$ cat config.mk
export PLATFORM = sky130hd
export DESIGN_NAME = pwm_saw_channel
export DESIGN_NICKNAME = d
export VERILOG_FILES = /design/src/rtl/pwm_saw_pkg.sv /design/src/rtl/pwm_saw_regs.sv /design/src/rtl/pwm_saw_presc.sv /design/src/rtl/pwm_saw_counter.sv /design/src/rtl/pwm_saw_pin.sv /design/src/rtl/pwm_saw_channel.sv
export SDC_FILE = /design/constraint.sdc
export NUM_CORES = 1
export LEC_CHECK = 0
export BUFFER_PORTS_ARGS = -buffer_cell sky130_fd_sc_hd__clkbuf_2
export CORE_MARGIN = 2
export CORE_UTILIZATION = 66
export DETAILED_ROUTE_END_ITERATION = 10
export PLACE_DENSITY = 0.84
export SLEW_MARGIN = 10
export SYNTH_ARGS = -nofsm -noshare
export SYNTH_HDL_FRONTEND = slang
export SYNTH_SLANG_ARGS = --single-unit
$ cat constraint.sdc
create_clock -name clk -period 14.6 [get_ports clk]
set_clock_uncertainty 0.1 [all_clocks]
set_input_delay 2.19 -clock clk [delete_from_list [all_inputs] [get_ports clk]]
set_output_delay 2.19 -clock clk [all_outputs]
set_load 0.1 [all_outputs]
$ cat src/rtl/pwm_saw_pkg.sv
package pwm_saw_pkg;

  // Register byte offsets (software-visible layout)
  localparam logic [7:0] OFS_CTRL = 8'h2C;
  localparam logic [7:0] OFS_DIR  = 8'h30;
  localparam logic [7:0] OFS_PIN  = 8'h34;
  localparam logic [7:0] OFS_CNT  = 8'h48;
  localparam logic [7:0] OFS_CMP0 = 8'h4C;
  localparam logic [7:0] OFS_PER  = 8'h64;

  // Control field positions
  localparam int unsigned CTRL_RUN_BIT  = 0;
  localparam int unsigned CTRL_MODE_LSB = 16;
  localparam int unsigned CTRL_PSC_LSB  = 24;

  // Pin control layout: one 16-bit lane per pin
  localparam int unsigned PIN_LANE   = 16;
  localparam int unsigned PIN_EN_OFS = 8;
  localparam int unsigned CODE_W     = 5;

  typedef enum logic [1:0] {
    ACT_HOLD   = 2'b00,
    ACT_LOW    = 2'b01,
    ACT_HIGH   = 2'b10,
    ACT_TOGGLE = 2'b11
  } pin_act_e;

  typedef struct packed {
    logic     start_lvl;  // bit 4
    pin_act_e wrap_act;   // bits 3:2
    pin_act_e hit_act;    // bits 1:0
  } pin_code_t;

  function automatic logic act_apply(input pin_act_e act, input logic cur);
    unique case (act)
      ACT_LOW:    return 1'b0;
      ACT_HIGH:   return 1'b1;
      ACT_TOGGLE: return ~cur;
      default:    return cur;
    endcase
  endfunction

  function automatic logic park_level(input pin_code_t c);
    if (c.wrap_act == ACT_LOW)  return 1'b0;
    if (c.wrap_act == ACT_HIGH) return 1'b1;
    return c.start_lvl;
  endfunction

endpackage

$ cat src/rtl/pwm_saw_regs.sv
module pwm_saw_regs
  import pwm_saw_pkg::*;
#(
  parameter int unsigned CNT_W   = 32,
  parameter int unsigned NUM_CMP = 2,
  parameter int unsigned PSC_W   = 3,
  parameter int unsigned MODE_W  = 3
) (
  input  logic                              clk,
  input  logic                              rst_n,
  input  logic [7:0]                        bus_addr,
  input  logic                              bus_we,
  input  logic [31:0]                       bus_wdata,
  input  logic [CNT_W-1:0]                  cnt_val,
  output logic                              run,
  output logic [PSC_W-1:0]                  presc,
  output pin_code_t [NUM_CMP-1:0]           code,
  output logic [NUM_CMP-1:0]                oen,
  output logic [NUM_CMP-1:0][CNT_W-1:0]     cmp,
  output logic [CNT_W-1:0]                  period,
  output logic                              cnt_wr,
  output logic                              start,
  output logic [31:0]                       bus_rdata
);

  logic                          run_q, run_d;
  logic [MODE_W-1:0]             mode_q, mode_d;
  logic [PSC_W-1:0]              psc_q, psc_d;
  logic [1:0]                    dir_q, dir_d;
  pin_code_t [NUM_CMP-1:0]       code_q, code_d;
  logic [NUM_CMP-1:0]            oen_q, oen_d;
  logic [NUM_CMP-1:0][CNT_W-1:0] cmp_q, cmp_d;
  logic [CNT_W-1:0]              per_q, per_d;

  logic sel_ctrl, sel_dir, sel_pin, sel_per;
  logic [NUM_CMP-1:0] sel_cmp;

  always_comb begin
    sel_ctrl = bus_we && (bus_addr == OFS_CTRL);
    sel_dir  = bus_we && (bus_addr == OFS_DIR);
    sel_pin  = bus_we && (bus_addr == OFS_PIN);
    sel_per  = bus_we && (bus_addr == OFS_PER);
    for (int i = 0; i < NUM_CMP; i++)
      sel_cmp[i] = bus_we && (bus_addr == 8'(OFS_CMP0 + 4 * i));
  end

  // next-state
  always_comb begin
    run_d  = sel_ctrl ? bus_wdata[CTRL_RUN_BIT] : run_q;
    mode_d = (sel_ctrl && !run_q) ? bus_wdata[CTRL_MODE_LSB +: MODE_W] : mode_q;
    psc_d  = (sel_ctrl && !run_q) ? bus_wdata[CTRL_PSC_LSB +: PSC_W] : psc_q;
    dir_d  = sel_dir ? bus_wdata[1:0] : dir_q;
    per_d  = sel_per ? bus_wdata[CNT_W-1:0] : per_q;
    for (int i = 0; i < NUM_CMP; i++) begin
      code_d[i] = sel_pin ? pin_code_t'(bus_wdata[i*PIN_LANE +: CODE_W]) : code_q[i];
      oen_d[i]  = sel_pin ? bus_wdata[i*PIN_LANE + PIN_EN_OFS] : oen_q[i];
      cmp_d[i]  = sel_cmp[i] ? bus_wdata[CNT_W-1:0] : cmp_q[i];
    end
  end

  always_ff @(posedge clk or negedge rst_n) begin
    if (!rst_n) begin
      run_q  <= 1'b0;
      mode_q <= '0;
      psc_q  <= '0;
      dir_q  <= '0;
      code_q <= '0;
      oen_q  <= '0;
      cmp_q  <= '0;
      per_q  <= '1;
    end else begin
      run_q  <= run_d;
      mode_q <= mode_d;
      psc_q  <= psc_d;
      dir_q  <= dir_d;
      code_q <= code_d;
      oen_q  <= oen_d;
      cmp_q  <= cmp_d;
      per_q  <= per_d;
    end
  end

  assign run    = run_q;
  assign presc  = psc_q;
  assign code   = code_q;
  assign oen    = oen_q;
  assign cmp    = cmp_q;
  assign period = per_q;
  assign cnt_wr = bus_we && (bus_addr == OFS_CNT) && !run_q;
  assign start  = sel_ctrl && bus_wdata[CTRL_RUN_BIT] && !run_q;

  // read mux
  always_comb begin
    bus_rdata = '0;
    unique case (bus_addr)
      OFS_CTRL: begin
        bus_rdata[CTRL_RUN_BIT]                 = run_q;
        bus_rdata[CTRL_MODE_LSB +: MODE_W]      = mode_q;
        bus_rdata[CTRL_PSC_LSB +: PSC_W]        = psc_q;
      end
      OFS_DIR: bus_rdata[1:0] = dir_q;
      OFS_PIN: begin
        for (int i = 0; i < NUM_CMP; i++) begin
          bus_rdata[i*PIN_LANE +: CODE_W]        = code_q[i];
          bus_rdata[i*PIN_LANE + PIN_EN_OFS]     = oen_q[i];
        end
      end
      OFS_CNT: bus_rdata[CNT_W-1:0] = cnt_val;
      OFS_PER: bus_rdata[CNT_W-1:0] = per_q;
      default: begin
        for (int i = 0; i < NUM_CMP; i++)
          if (bus_addr == 8'(OFS_CMP0 + 4 * i)) bus_rdata[CNT_W-1:0] = cmp_q[i];
      end
    endcase
  end

endmodule

$ cat src/rtl/pwm_saw_presc.sv
module pwm_saw_presc #(
  parameter int unsigned PSC_W    = 3,
  parameter int unsigned MAX_CODE = 5
) (
  input  logic             clk,
  input  logic             rst_n,
  input  logic             run,
  input  logic [PSC_W-1:0] code,
  output logic             tick
);

  localparam int unsigned PC_W = 2 * MAX_CODE;

  logic [PC_W-1:0] pc_q, pc_d;
  logic [PSC_W-1:0] eff;
  logic [PC_W:0]    limit;

  always_comb begin
    eff   = (code > PSC_W'(MAX_CODE)) ? PSC_W'(MAX_CODE) : code;
    limit = ((PC_W+1)'(1) << (2 * eff)) - (PC_W+1)'(1);
    tick  = run && ({1'b0, pc_q} == limit);
    if (!run)      pc_d = '0;
    else if (tick) pc_d = '0;
    else           pc_d = pc_q + PC_W'(1);
  end

  always_ff @(posedge clk or negedge rst_n) begin
    if (!rst_n) pc_q <= '0;
    else        pc_q <= pc_d;
  end

endmodule

$ cat src/rtl/pwm_saw_counter.sv
module pwm_saw_counter #(
  parameter int unsigned CNT_W   = 32,
  parameter int unsigned NUM_CMP = 2
) (
  input  logic                          clk,
  input  logic                          rst_n,
  input  logic                          tick,
  input  logic [CNT_W-1:0]              period,
  input  logic [NUM_CMP-1:0][CNT_W-1:0] cmp,
  input  logic                          wr,
  input  logic [CNT_W-1:0]              wdata,
  output logic [CNT_W-1:0]              cnt,
  output logic                          wrap,
  output logic [NUM_CMP-1:0]            hit
);

  logic [CNT_W-1:0] cnt_q, cnt_d, cnt_inc;
  logic             cnt_en;

  always_comb begin
    cnt_inc = cnt_q + CNT_W'(1);
    wrap    = tick && (cnt_q == period);
    for (int i = 0; i < NUM_CMP; i++)
      hit[i] = tick && !wrap && (cnt_inc == cmp[i]);
    cnt_en  = tick || wr;
    if (wrap)      cnt_d = '0;
    else if (tick) cnt_d = cnt_inc;
    else           cnt_d = wdata;
  end

  always_ff @(posedge clk or negedge rst_n) begin
    if (!rst_n)      cnt_q <= '0;
    else if (cnt_en) cnt_q <= cnt_d;
  end

  assign cnt = cnt_q;

endmodule

$ cat src/rtl/pwm_saw_pin.sv
module pwm_saw_pin
  import pwm_saw_pkg::*;
(
  input  logic      clk,
  input  logic      rst_n,
  input  logic      run,
  input  logic      start,
  input  logic      wrap,
  input  logic      hit,
  input  pin_code_t code,
  input  logic      oen,
  output logic      pin
);

  logic lvl_q, lvl_d;

  always_comb begin
    if (!run)      lvl_d = start ? code.start_lvl : park_level(code);
    else if (wrap) lvl_d = act_apply(code.wrap_act, lvl_q);
    else if (hit)  lvl_d = act_apply(code.hit_act, lvl_q);
    else           lvl_d = lvl_q;
  end

  always_ff @(posedge clk or negedge rst_n) begin
    if (!rst_n) lvl_q <= 1'b0;
    else        lvl_q <= lvl_d;
  end

  assign pin = oen && lvl_q;

endmodule

$ cat src/rtl/pwm_saw_channel.sv
module pwm_saw_channel
  import pwm_saw_pkg::*;
#(
  parameter int unsigned CNT_W    = 32,
  parameter int unsigned PSC_W    = 3,
  parameter int unsigned MAX_CODE = 5,
  parameter int unsigned MODE_W   = 3
) (
  input  logic        clk,
  input  logic        rst_n,
  input  logic [7:0]  bus_addr,
  input  logic        bus_we,
  input  logic [31:0] bus_wdata,
  output logic [31:0] bus_rdata,
  output logic        out_a,
  output logic        out_b
);

  localparam int unsigned NUM_CMP = 2;

  logic [1:0] rst_sync;
  logic       rst_int_n;

  always_ff @(posedge clk or negedge rst_n) begin
    if (!rst_n) rst_sync <= 2'b00;
    else        rst_sync <= {rst_sync[0], 1'b1};
  end
  assign rst_int_n = rst_sync[1];

  logic                          run, tick, cnt_wr, start, wrap;
  logic [PSC_W-1:0]              presc;
  pin_code_t [NUM_CMP-1:0]       code;
  logic [NUM_CMP-1:0]            oen, hit, pins;
  logic [NUM_CMP-1:0][CNT_W-1:0] cmp;
  logic [CNT_W-1:0]              period, cnt;

  pwm_saw_regs #(
    .CNT_W(CNT_W), .NUM_CMP(NUM_CMP), .PSC_W(PSC_W), .MODE_W(MODE_W)
  ) u_regs (
    .clk(clk), .rst_n(rst_int_n), .bus_addr(bus_addr), .bus_we(bus_we),
    .bus_wdata(bus_wdata), .cnt_val(cnt), .run(run), .presc(presc),
    .code(code), .oen(oen), .cmp(cmp), .period(period), .cnt_wr(cnt_wr),
    .start(start), .bus_rdata(bus_rdata)
  );

  pwm_saw_presc #(.PSC_W(PSC_W), .MAX_CODE(MAX_CODE)) u_presc (
    .clk(clk), .rst_n(rst_int_n), .run(run), .code(presc), .tick(tick)
  );

  pwm_saw_counter #(.CNT_W(CNT_W), .NUM_CMP(NUM_CMP)) u_cnt (
    .clk(clk), .rst_n(rst_int_n), .tick(tick), .period(period), .cmp(cmp),
    .wr(cnt_wr), .wdata(bus_wdata[CNT_W-1:0]), .cnt(cnt), .wrap(wrap), .hit(hit)
  );

  for (genvar g = 0; g < NUM_CMP; g++) begin : g_pin
    pwm_saw_pin u_pin (
      .clk(clk), .rst_n(rst_int_n), .run(run), .start(start), .wrap(wrap),
      .hit(hit[g]), .code(code[g]), .oen(oen[g]), .pin(pins[g])
    );
  end

  assign out_a = pins[0];
  assign out_b = pins[1];

endmodule

==> run metrics, run 1 <==
clock tree sinks=163; RePlAce Congestion=1.03; maximum buffer depth of the clock tree=2; critical path type=in2out; top cells by area, synth=dfrtp_1, mux2_2, dfstp_2, xnor2_1, a221oi_1; worst path cell trace=clkbuf_2 > nor3_1 > nand3b_1 > nor3b_2 > buf_4 > or3_1 > buf_4 > a221oi_1 > a21oi_1 > clkbuf_2; Yosys reg bits=163; Post-DP Area=0.0111 mm^2; Yosys top cell area share=0.306; largest net degree at the start of global routing=66; DP Wirelength=22800 um; final hold vios=0; Syn Std Cell Area=0.0107 mm^2; top-count cell post-synth=dfrtp_1; cell row count=46; Synth Area per Inst=9.84 um^2; design area=0.0117 mm^2; Worst setup EP type=primary output; hold_buf cts=0; VDD IR-drop max=0.0000921 V; Post-synth EDFFs=0; CTS Buf Count=17; unique cell type count in the Yosys netlist=73; CTS tree=yes; largest stage delay on the critical path=680 ps; sequential fraction of the synthesis area=0.385; first-pass GRT wire length=52600 um; initial antenna violation count=0; Synthesized Nets=1138; Max Cap Violations=0; clk root buf=clkbuf_16; grt peak-use layer=met2; met3 Usage GRT=0.0980; Worst Tran Pin Value=1300 ps; area leader, netlist=dfrtp_1; synthesis-to-finish area growth=9.18%; fmax=0.132 GHz; vias per cell=7.22; Starting DRT DRC Count=1564; Synth top cells by count=dfrtp_1, mux2_2, nand2_1, xnor2_1, clkbuf_1; Post-route DRC=0; GR Util met1=0.525; H-Tree Depth=4; Max FO, Critical Path=35; Post-synth ARST share=1.00; Slew headroom=0.135; Total GRT Usage=0.390; Worst-Skew Late Latency=440 ps; Critical Path AT=5260 ps; number of post-CTS setup repair buffers=0; leakage power=5.00 nW; setup tns final=0 ps; Synth Flop Type=dfrtp_1; Port Buffers=76; CP max stage cell=or3_1; layout cells sized above 1=0.260; CP required=12310 ps; Antenna Cells=0; Layout Nets=1156; TritonRoute pass-1 iters=8; vias in the first global route=9375; Clk pin slew, worst setup/hold paths=70 ps; startpoint types=input pin; width of the chip=131 um; Hold Path Class=reg2async; post-DR wirelength/cell=24.9 um; final WL=33200 um; Yosys warning count=0; min Tclk post-route=7550 ps; unrepaired setup endpoints after global routing=no; Antenna Nets Post-Route=0; Initial Utilization=0.674; Die ar.=0.0173 mm^2; DR vias=9635; cells after synthesis=1088; fillcell total=1164; post_cts resized=0; period utilisation layout=0.517; core footprint=0.0159 mm^2; Slew Limit Fails=0; # IOs=77; met2 GRT Util=0.599; outcome=finished, final reports clean; # setup viols final=0; Die Span Y=131 um; P per Cell Area=138 mW/mm^2; gr ovfl total=0
[flip-flops by register name, summed over array words and instances (netlist names)]
| name | count |
|---|---|
| u_regs.cmp | 64 |
| u_regs.dir_q | 2 |
| u_regs.oen | 2 |
| u_regs.mode_q | 3 |
| u_regs.code | 10 |
| u_cnt.cnt | 32 |
| rst_sync | 2 |
| u_regs.period | 32 |
| u_regs.presc | 3 |
| u_presc.pc_q | 10 |
| u_regs.run | 1 |
| g_pin.u_pin.lvl_q | 2 |
[placed cells by master, fill, tap and decap left out, drive strengths merged, types with 7 or more instances in the layout]
master / n
buf: 16
dfstp: 32
a222oi: 14
xor2: 31
nand2: 75
o21ai: 52
nor3: 18
or4: 12
nand4: 37
a21oi: 25
ha: 7
nor4: 24
a22o: 31
nor2: 60
inv: 32
nand3: 26
o31ai: 14
and3: 11
mux2: 114
a221oi: 48
a31oi: 8
clkbuf: 97
or3: 9
and2: 10
xnor2: 74
dfrtp: 131
a32o: 7
[path summary, 6_finish.rpt]
check	cells past startpoint	from	to	slack (ps)
max in group asynchronous	1	rst_n	rst_sync[1]	12870
worst max register to register	10	u_cnt.cnt[0]	g_pin[0].u_pin.lvl_q	10100
worst min register to register	0	rst_sync[1]	u_cnt.cnt[24]	210
min in group clk	0	rst_sync[0]	rst_sync[1]	250
worst max-delay path	10	bus_addr[7]	bus_rdata[2]	7050
worst min-delay path	0	rst_sync[1]	u_cnt.cnt[24]	210
[worst max-delay path, delay by kind of cell]
family                 cells  cell delay [ps]
buffers and inverters      4             1410
and+or+nand+nor            4             1390
AOI/OAI and AO/OA          2              250
[stage by stage]
stage          hold slack (ps)   util  setup slack (ps)  cells  total power, mW
2_1_floorplan              231      -              6990   1088             1.01
3_3_place_gp               213  0.699              7240   1303             1.13
3_5_place_dp               218  0.699              7160   1303             1.14
4_1_cts                    231  0.736              7160   1335             1.59
5_1_grt                    266  0.736              6990   1335             1.67
6_report                   207  0.736              7050   1335             1.61
[logic make-up (layout without fill, tap and decap cells)]
group                      after synthesis  after routing  share of synthesized area
and+or+nand+nor                        317            317                      0.161
AOI/OAI and AO/OA                      247            247                      0.175
DFF                                    163            163                      0.385
buffers and inverters                  122            153                     0.0468
muxes                                  120            120                      0.126
xor gates and xnor gates               111            111                     0.0986
adders and majority gates                7              7                    0.00818
other                                    1              1                   0.000350
[report_power, final]
group | internal [mW] | total, mW | switching (mW)
logic | 0.213 | 0.457 | 0.244
clock network | 0.258 | 0.450 | 0.192
registers | 0.513 | 0.704 | 0.191
total | 0.984 | 1.61 | 0.627
[final cells by class]
class / instances / area [um^2] / share of cell area
repair buffers: 92 / 500 / 0.0428
inverters: 29 / 109 / 0.00932
multi-input cells: 803 / 6100 / 0.522
well taps: 216 / 270 / 0.0231
clock buffers: 21 / 450 / 0.0385
clock inverters: 11 / 128 / 0.0109
flip-flops and latches: 163 / 4120 / 0.353
[metal layers]
metal,share of wire,up-vias
met5,0,-
met4,0.046,0
met3,0.11,124
met2,0.46,674
met1,0.38,4706
li1,-,4131
Note: power is estimated with default switching activity, not from simulation.
==> run 2, diff against run 1 <==
--- a/config.mk
+++ b/config.mk
@@ -7,9 +7,9 @@
 export LEC_CHECK = 0
 export BUFFER_PORTS_ARGS = -buffer_cell sky130_fd_sc_hd__clkbuf_2
 export CORE_MARGIN = 2
-export CORE_UTILIZATION = 66
+export CORE_UTILIZATION = 56
 export DETAILED_ROUTE_END_ITERATION = 10
-export PLACE_DENSITY = 0.84
+export PLACE_DENSITY = 0.76
 export SLEW_MARGIN = 10
 export SYNTH_ARGS = -nofsm -noshare
 export SYNTH_HDL_FRONTEND = slang
==> constraint.sdc (replaced) <==
create_clock -name clk -period 6.7 [get_ports clk]
set_clock_uncertainty 0.1 [all_clocks]
set_input_delay 1.005 -clock clk [delete_from_list [all_inputs] [get_ports clk]]
set_output_delay 1.005 -clock clk [all_outputs]
set_load 0.1 [all_outputs]
==> run 2 against run 1 <==
Against the previous run:
- hold slack worse by 130 ps
- setup slack got worse by 5500 ps
- global-route usage is 4.5 points lower
- register-to-register slack got worse by 7900 ps
- critical path depth did not move
- flip-flop and latch count stayed put
- cell count rose by 1.4%
- sequential share of layout area is 0.13 points lower
- combinational power is 120% higher
- first-iteration DRC count shrank 22%
- core utilization decreased by 11 points
- largest power group unchanged
==> run metrics, run 2 (synthesis results as in run 1) <==
post_cts resized=0 (unchanged); initial antenna violation count=0 (unchanged); RePlAce Congestion=1.05 (+1.8%); clock tree sinks=163 (unchanged); min Tclk post-route=5170 ps; synthesis-to-finish area growth=9.57%; CP required=5590 ps (-6720 ps); vias in the first global route=9145 (-2.5%); CTS tree=yes; clk root buf=clkbuf_16; critical path type=in2out; Slew headroom=0.231 (+0.0961); most frequent cells in the layout=dfrtp_1, mux2_2, clkbuf_2, nand2_1, xnor2_1; Worst Tran Pin Value=1150 ps (-148 ps); leakage power=5.02 nW (+0.46%); width of the chip=142 um (+8.3%); Switching Share=0.402 (+0.0129); hold_buf cts=0 (unchanged); outcome=finished, final reports clean; unrepaired setup endpoints after global routing=no; Max FO, Critical Path=34 (-2.9%); Post-route DRC=0 (unchanged); Comb power frac=0.283 (about the same); P_sw=1.42 mW (+130%); H-Tree Depth=4 (unchanged); maximum buffer depth of the clock tree=2 (unchanged); # setup viols final=0 (unchanged); number of post-CTS setup repair buffers=0 (unchanged); vias per cell=6.97 (-3.4%); Total GRT Usage=0.345 (-0.0452); setup ws final=1530 ps (-5530 ps); Int Pwr=2.11 mW (+110%); reg2reg end=g_pin[0].u_pin.lvl_q; final hold vios=0 (unchanged); largest net degree at the start of global routing=78 (+18%); Post-Route Utilization=0.627 (-0.109); CTS Buf Count=17 (unchanged); Worst setup EP type=primary output; Port Buffers=76 (unchanged); first-pass GRT wire length=53300 um (+1.3%); Max Cap Violations=0 (unchanged); Antenna Cells=0 (unchanged); VDD IR-drop max=0.000191 V (+110%); post-DR wirelength/cell=25.1 um (+0.63%); Die ar.=0.0202 mm^2 (+17%); Clk network pwr share=0.282 (+0.003); Initial Utilization=0.572 (-0.102); R2R setup slack=2200 ps (-7900 ps); Hold Path Class=reg2async; core footprint=0.0187 mm^2 (+18%); # IOs=77 (unchanged); fmax=0.193 GHz; Antenna Nets Post-Route=0 (unchanged); Clk pin slew, worst setup/hold paths=70 ps (about the same); Slew Limit Fails=0 (unchanged); DP Wirelength=23400 um (+2.8%); layout cells sized above 1=0.263 (+0.00334); setup tns final=0 ps (unchanged); DR vias=9442 (-2.0%); Placement Setup Slack=1620 ps (-5540 ps); Critical Path AT=4070 ps (-1190 ps); final WL=33900 um (+2.1%); period utilisation layout=0.772; cell row count=50 (+8.7%); gr ovfl total=0 (unchanged); Layout Nets=1157 (+0.087%); commonest non-fill, non-tap cell in the layout=dfrtp_1; Seq pwr share=0.434 (-0.003); FF-to-FF Start=u_cnt.cnt[0]; max reg flops=64 (unchanged); Starting DRT DRC Count=1218 (-22%); Die Span Y=142 um (+8.3%); startpoint types=input pin; Final Power=3.53 mW (+120%); TritonRoute pass-1 iters=6 (-2); P per Cell Area=301 mW/mm^2 (+120%); r2r worst-path depth=10 (unchanged); Worst-Skew Late Latency=440 ps (about the same)
[run 2: changes by cell type in the layout (fill, tap and decap cells not counted), sizes merged]
cell      delta
buf          +1
clkinvlp     -3
clkbuf       -4
clkinv       +3
inv          +5
bufinv       -1
[run 2: worst max-delay path, cell delays in order]
cell      delay, ps
clkbuf_2        160
nor4bb_1        270
and3_1          190
buf_4           410
or3_1           220
or3_1           650
buf_4           390
a221oi_1         80
a31oi_1         200
clkbuf_2        490
[run 2: cell type report]
| type | count | area [um^2] |
|---|---|---|
| fill | 1524 | 6980 |
| multi-input combinational | 803 | 6100 |
| sequential | 163 | 4120 |
| timing repair buffer | 93 | 508 |
| clock buffer | 17 | 425 |
| tap | 234 | 293 |
| clock inverter | 15 | 165 |
| inverter | 29 | 109 |
[run 2: worst max path at each step]
stage / startpoint / end / slack (ps) / depth (start not counted)
2_1_floorplan: bus_addr[2] / bus_rdata[0] / 1460 / 8
3_3_place_gp: bus_addr[2] / bus_rdata[18] / 1730 / 10
3_5_place_dp: bus_addr[2] / bus_rdata[16] / 1620 / 10
4_1_cts: bus_addr[2] / bus_rdata[16] / 1610 / 10
5_1_grt: bus_addr[2] / bus_rdata[26] / 1380 / 10
6_report: bus_addr[2] / bus_rdata[17] / 1530 / 10
[run 2: metal layers]
metal	wire length, um	track usage	part of all wire
met3	3060	0.0629	0.090
met1	14400	0.482	0.42
met4	973	0.135	0.029
met2	15500	0.535	0.46
met5	0	0	0
[run 2: power groups by stage]
| stage | logic (mW) | clock network, mW | registers, mW |
|---|---|---|---|
| after global routing | 1.07 | 1.04 | 1.56 |
| after detailed placement | 0.973 | 0 | 1.53 |
| after CTS | 0.981 | 1.01 | 1.51 |
| final | 1.00 | 0.997 | 1.53 |
| after floorplan | 0.973 | 0 | 1.23 |
| after global placement | 0.966 | 0 | 1.52 |
[run 2: stage by stage]
step	hold WS (ps)	instance area, um^2	std cells
2_1_floorplan	231	10700	1088
3_3_place_gp	74.6	11100	1322
3_5_place_dp	74.2	11100	1322
4_1_cts	83.0	11700	1354
5_1_grt	95.1	11700	1354
6_report	74.0	11700	1354
